===== config.mk =====
export PLATFORM = sky130hd
export DESIGN_NAME = pll_retune_seq
export DESIGN_NICKNAME = d
export VERILOG_FILES = /design/src/rtl/pll_retune_seq.sv
export SDC_FILE = /design/constraint.sdc
export NUM_CORES = 1
export LEC_CHECK = 0
export ABC_AREA = 1
export BUFFER_PORTS_ARGS = -buffer_cell sky130_fd_sc_hd__buf_2
export CORE_MARGIN = 2
export CORE_UTILIZATION = 62
export CTS_CLUSTER_DIAMETER = 50
export DETAILED_ROUTE_END_ITERATION = 7
export HOLD_SLACK_MARGIN = 0.06
export PLACE_DENSITY = 0.88
export SETUP_SLACK_MARGIN = 0.3
export SYNTH_ARGS = -nofsm -noshare
export SYNTH_HDL_FRONTEND = slang
export SYNTH_SLANG_ARGS = --single-unit
export TNS_END_PERCENT = 5

===== constraint.sdc =====
create_clock -name clk -period 7.5 [get_ports clk]
set_input_delay 0 -clock clk [delete_from_list [all_inputs] [get_ports clk]]
set_output_delay 0 -clock clk [all_outputs]
set_load 0.005 [all_outputs]

===== src/rtl/pll_retune_seq.sv =====
module pll_retune_seq #(
  parameter int RATE_W    = 32,
  parameter int CTRL_W    = 32,
  parameter int BAND_W    = 4,
  parameter int LOCK_WAIT = 10000,
  parameter longint THRESH_HZ = 500000000,
  parameter logic [CTRL_W-1:0] CTRL_RST = 1
) (
  input  logic              clk,
  input  logic              rst_n,
  input  logic              req_valid,
  output logic              req_ready,
  input  logic [RATE_W-1:0] req_rate,
  output logic              rsp_valid,
  output logic [1:0]        rsp_code,
  output logic [CTRL_W-1:0] pll_ctrl,
  output logic              pll_ctrl_we,
  input  logic              pll_lock,
  input  logic              pll_err,
  output logic              ifdiv_sel
);

  localparam int NENT  = 19;
  localparam int CNT_W = $clog2(LOCK_WAIT + 1);
  localparam int IDX_W = $clog2(NENT);
  localparam logic [1:0] C_OK = 2'd0, C_TMO = 2'd1, C_BAD = 2'd2;

  localparam logic [RATE_W-1:0] T_RATE [NENT] = '{
    100000000, 133000000, 200000000, 233000000, 300000000, 333000000,
    400000000, 500000000, 600000000, 700000000, 800000000, 900000000,
    1000000000, 1100000000, 1200000000, 1300000000, 1400000000,
    1500000000, 1600000000};
  localparam logic [4:0] T_IN [NENT] = '{
    0, 0, 1, 1, 1, 1, 1, 0, 0, 0, 0, 1, 1, 1, 1, 1, 1, 1, 1};
  localparam logic [6:0] T_FB [NENT] = '{
    11, 15, 47, 27, 35, 39, 47, 14, 17, 20, 23, 26, 29, 32, 35, 38, 41, 44, 47};
  localparam logic [1:0] T_OUT [NENT] = '{
    3, 3, 3, 2, 2, 2, 2, 1, 1, 1, 1, 0, 0, 0, 0, 0, 0, 0, 0};
  localparam logic [BAND_W-1:0] T_BAND [NENT] = '{default: '0};

  typedef enum logic [1:0] {S_IDLE, S_LOOK, S_WAIT, S_EVAL} st_t;
  st_t st;

  logic [RATE_W-1:0] rate_q;
  logic [CNT_W-1:0]  cnt;
  logic              hit;
  logic [IDX_W-1:0]  idx;
  logic [CTRL_W-1:0] word;
  logic              above;

  always_comb begin
    hit = 1'b0;
    idx = '0;
    for (int i = 0; i < NENT; i++)
      if (!hit && rate_q == T_RATE[i]) begin
        hit = 1'b1;
        idx = IDX_W'(i);
      end
  end

  always_comb begin
    word = '0;
    word[3:2]  = T_OUT[idx];
    word[8:4]  = T_IN[idx];
    word[15:9] = T_FB[idx];
    word[20 +: BAND_W] = T_BAND[idx];
  end

  assign above     = longint'(rate_q) > THRESH_HZ;
  assign req_ready = (st == S_IDLE);

  always_ff @(posedge clk or negedge rst_n) begin
    if (!rst_n) begin
      st          <= S_IDLE;
      rate_q      <= '0;
      cnt         <= '0;
      rsp_valid   <= 1'b0;
      rsp_code    <= C_OK;
      pll_ctrl    <= CTRL_RST;
      pll_ctrl_we <= 1'b0;
      ifdiv_sel   <= 1'b0;
    end else begin
      rsp_valid   <= 1'b0;
      pll_ctrl_we <= 1'b0;
      unique case (st)
        S_IDLE: if (req_valid) begin
          rate_q <= req_rate;
          st     <= S_LOOK;
        end
        S_LOOK: if (!hit) begin
          rsp_valid <= 1'b1;
          rsp_code  <= C_BAD;
          st        <= S_IDLE;
        end else begin
          if (above) ifdiv_sel <= 1'b1;
          pll_ctrl    <= word;
          pll_ctrl_we <= 1'b1;
          cnt         <= '0;
          st          <= S_WAIT;
        end
        S_WAIT: if (cnt == CNT_W'(LOCK_WAIT - 1)) st <= S_EVAL;
                else cnt <= cnt + 1'b1;
        S_EVAL: begin
          rsp_valid <= 1'b1;
          st        <= S_IDLE;
          if (!pll_lock)    rsp_code <= C_TMO;
          else if (pll_err) rsp_code <= C_BAD;
          else begin
            rsp_code <= C_OK;
            if (!above) ifdiv_sel <= 1'b0;
          end
        end
        default: st <= S_IDLE;
      endcase
    end
  end

endmodule


==> metrics.md <==
| Metric | Value |
|---|---|
| Detailed-route via count | 5,195 |
| Placed Instances | 835 |
| Vias per Instance | 5.87 |
| Max Cap Violations | 0 |
| Synth Area in XOR/XNOR | 0.0152 |
| IO buf count | 52 |
| Worst-skew pair later-pin latency | 0.34 ns |
| Minimum clock period | 3.32 ns |
| # rows | 31 |
| Core outline area | 7210 sq um |
| Initial DRC Count | 753 |
| CTS tree | done |
| # IOs | 75 |
| Post-DP HPWL | 10.1 mm |
| Proportion of synthesized area in mux cells | 0.0122 |
| Placed Area | 4850 sq um |
| DRC | 0 |
| Most frequent cells in the layout | 144 x nand2_1, 136 x nor2_1, 90 x inv_1 |
| Pwr per Cell Area | 159 nW/um^2 |
| Leak pwr | 2.66 nW |
| Clock sink total | 63 |
| Design area | 5400 sq um |
| Num CTS Buffers | 9 |
| Total power | 861 uW |
| Combinational family with the most area after synthesis | simple AND/OR/NAND/NOR gates |
| Final hold vios | 0 |
| Area leader, netlist | dfrtp_1 |
| Layout Area Growth over Synthesis | 17.4% |
| Initial antenna violation count | 0 |
| GRT Overall Usage | 0.364 |
| Async SR Flop Fraction | 1.00 |
| Antenna Nets Post-Route | 0 |
| DIE HEIGHT | 90.1 um |
| Synth Area in Compound Gates | 0.0631 |
| Initial DRT Pass Iterations | 7 |
| Worst VDD drop | 0.135 mV |
| RSZ-0062 raised after global routing | no |
| Largest net degree at the start of global routing | 64 |
| Clock transition at the registers of the reported paths | 0.07 ns |
| Root Buffer | clkbuf_8 |
| Final wirelength | 14.2 mm |
| Nets | 827 |
| Share of the synthesized area in the top cell type | 0.338 |
| Inserted Diodes | 0 |
| H-tree Lvls | 3 |
| Routability cong. | 1.10 |
| Run status | complete, no violations |
| Mapped Area | 4600 sq um |
| Critical path type | register to register |
| Layout cell share with drive strength beyond 1 | 0.128 |
| F_max | 301 MHz |
| Worst endpoint required time | 7.78 ns |
| Final Core Density | 0.748 |
| Hold/Removal Path Class | input port to asynchronous set/reset pin |
| Yosys warns | 0 |
| Vias in the first global route | 4,989 |
| Postcts setup bufs | 0 |
| Seq/Total Area, Yosys | 0.343 |
| Most common cell after layout, fill and taps aside | nand2_1 |
| Area share of fa/ha/maj cells after synthesis | 0.0218 |
| Syn avg cell area | 6.62 sq um |
| Worst slew pin tran | 1.05 ns |
| Grt total ovfl | 0 |
| Layout Cells excl Fill | 885 |
| Simple-Gate Fraction of Synth Area | 0.413 |
| Cells after Synth | 694 |
| Main synth FF type | dfrtp_1 |
| Fin crit share | 0.443 |
| Sum Neg Setup Slack | 0 ns |
| Crit Path Max Fanout | 12 |
| Synth area leaders | dfrtp_1 34%, nand2_1 12%, nor2_1 11% |
| Starting utilization of the core area | 0.637 |
| Die area | 8120 sq um |
| Worst relative slew slack | 0.300 |
| Clock Path Buffers | 2 |
| Critical path arrival | 3.60 ns |
| Slew Viols, Final | 0 |
| CP Launch Type | register |
| Final Skew | 0.00513 ns |
| Worst Setup End Kind | register |
| Post-synthesis cell type count | 40 |
| # hold bufs at CTS | 35 |
| Die width | 90.1 um |
| #FFs+latches synth | 63 |
| Global-route wire length before repair | 24.0 mm |
| Post-CTS Resized | 0 |
| WL/cell | 16.0 um |
| Post-synth EDFFs | 0 |
| Final setup viols | 0 |
## stage by stage
stage	setup WS (ns)	hold slack [ns]
4_1_cts	4.29	0.393
5_1_grt	3.78	0.444
3_5_place_dp	4.32	0.224
2_1_floorplan	5.07	-0.296
6_report	4.18	0.331
3_3_place_gp	4.60	0.200
## state kept, by name, summed over array words and instances, names as in the netlist, named ones only
signal       flops
pll_ctrl_we      1
rate_q          32
pll_ctrl        10
rsp_code         2
st               1
rsp_valid        1
cnt             14
ifdiv_sel        1
## report_power, final
part | internal (mW) | switching (mW)
logic | 0.0523 | 0.117
clock network | 0.169 | 0.135
registers | 0.365 | 0.0220
## area by class of cell
class | count | area (sq um)
flip-flops and latches | 63 | 1580
fillers | 534 | 1820
inverters | 101 | 379
repair buffers | 88 | 618
clock buffers | 12 | 155
well taps | 99 | 124
multi-input cells | 519 | 2500
clock inverters | 3 | 42.5
## Yosys cell counts (all sizes together), types with 2 or more instances
master    n
mux2      5
inv     100
a21oi    30
ha        8
buf      26
nand3    49
nand2   154
nor2    137
nor3     25
o21ai    16
nand4    35
clkbuf    6
a31oi     2
xor2      8
nor4     18
dfrtp    62
## per-layer routing
layer  wire (um)  up-vias  global-route usage
met5           0        -                   0
met3        1240       84              0.0687
met1        5550     2362               0.460
met2        6640      365               0.609
li1            -     2384                   -
met4         740        0               0.162
## worst max-delay path: stages, from the launching register on
cell and delay, ns:
dfrtp_1 0.39, inv_1 0.10, nand2_1 0.06, nor2_1 0.13
nand2_1 0.34, inv_1 0.38, nand2_1 0.12, nor2_1 0.16
nand4_1 0.12, inv_1 0.09, nor2_1 0.06, nand4_1 0.16
inv_1 0.10, ha_1 0.30, nor2_1 0.19, inv_1 0.08
a21oi_1 0.15, o21ai_1 0.09, o21ai_0 0.11, nand2_1 0.08
nand2_1 0.06
## kinds of logic (layout without fill, tap and decap cells)
group,after synthesis,in the layout
XOR/XNOR,8,8
flip-flops,63,63
AND/OR/NAND/NOR,422,422
adder cells (fa/ha/maj),8,8
AO/OA/AOI/OAI,54,54
buffers and inverters,133,204
multiplexers,5,5
other,1,22
## path summary, 6_finish.rpt
path / start / to / cells after the start / slack, ns
setup reg to reg: rate_q[2]$_DFFE_PN0P_ / pll_ctrl[11]$_DFFE_PN0P_ / 20 / 4.18
min in group clk: req_rate[11] / rate_q[11]$_DFFE_PN0P_ / 4 / 0.44
hold reg to reg: pll_ctrl[0]$_DFFE_PN1P_ / pll_ctrl[0]$_DFFE_PN1P_ / 2 / 0.47
hold / removal: rst_n / rate_q[8]$_DFFE_PN0P_ / 3 / 0.33
max in group asynchronous: rst_n / rate_q[13]$_DFFE_PN0P_ / 3 / 6.59
setup / recovery: rate_q[2]$_DFFE_PN0P_ / pll_ctrl[11]$_DFFE_PN0P_ / 20 / 4.18
No activity file was read; power rests on OpenSTA's default activity.
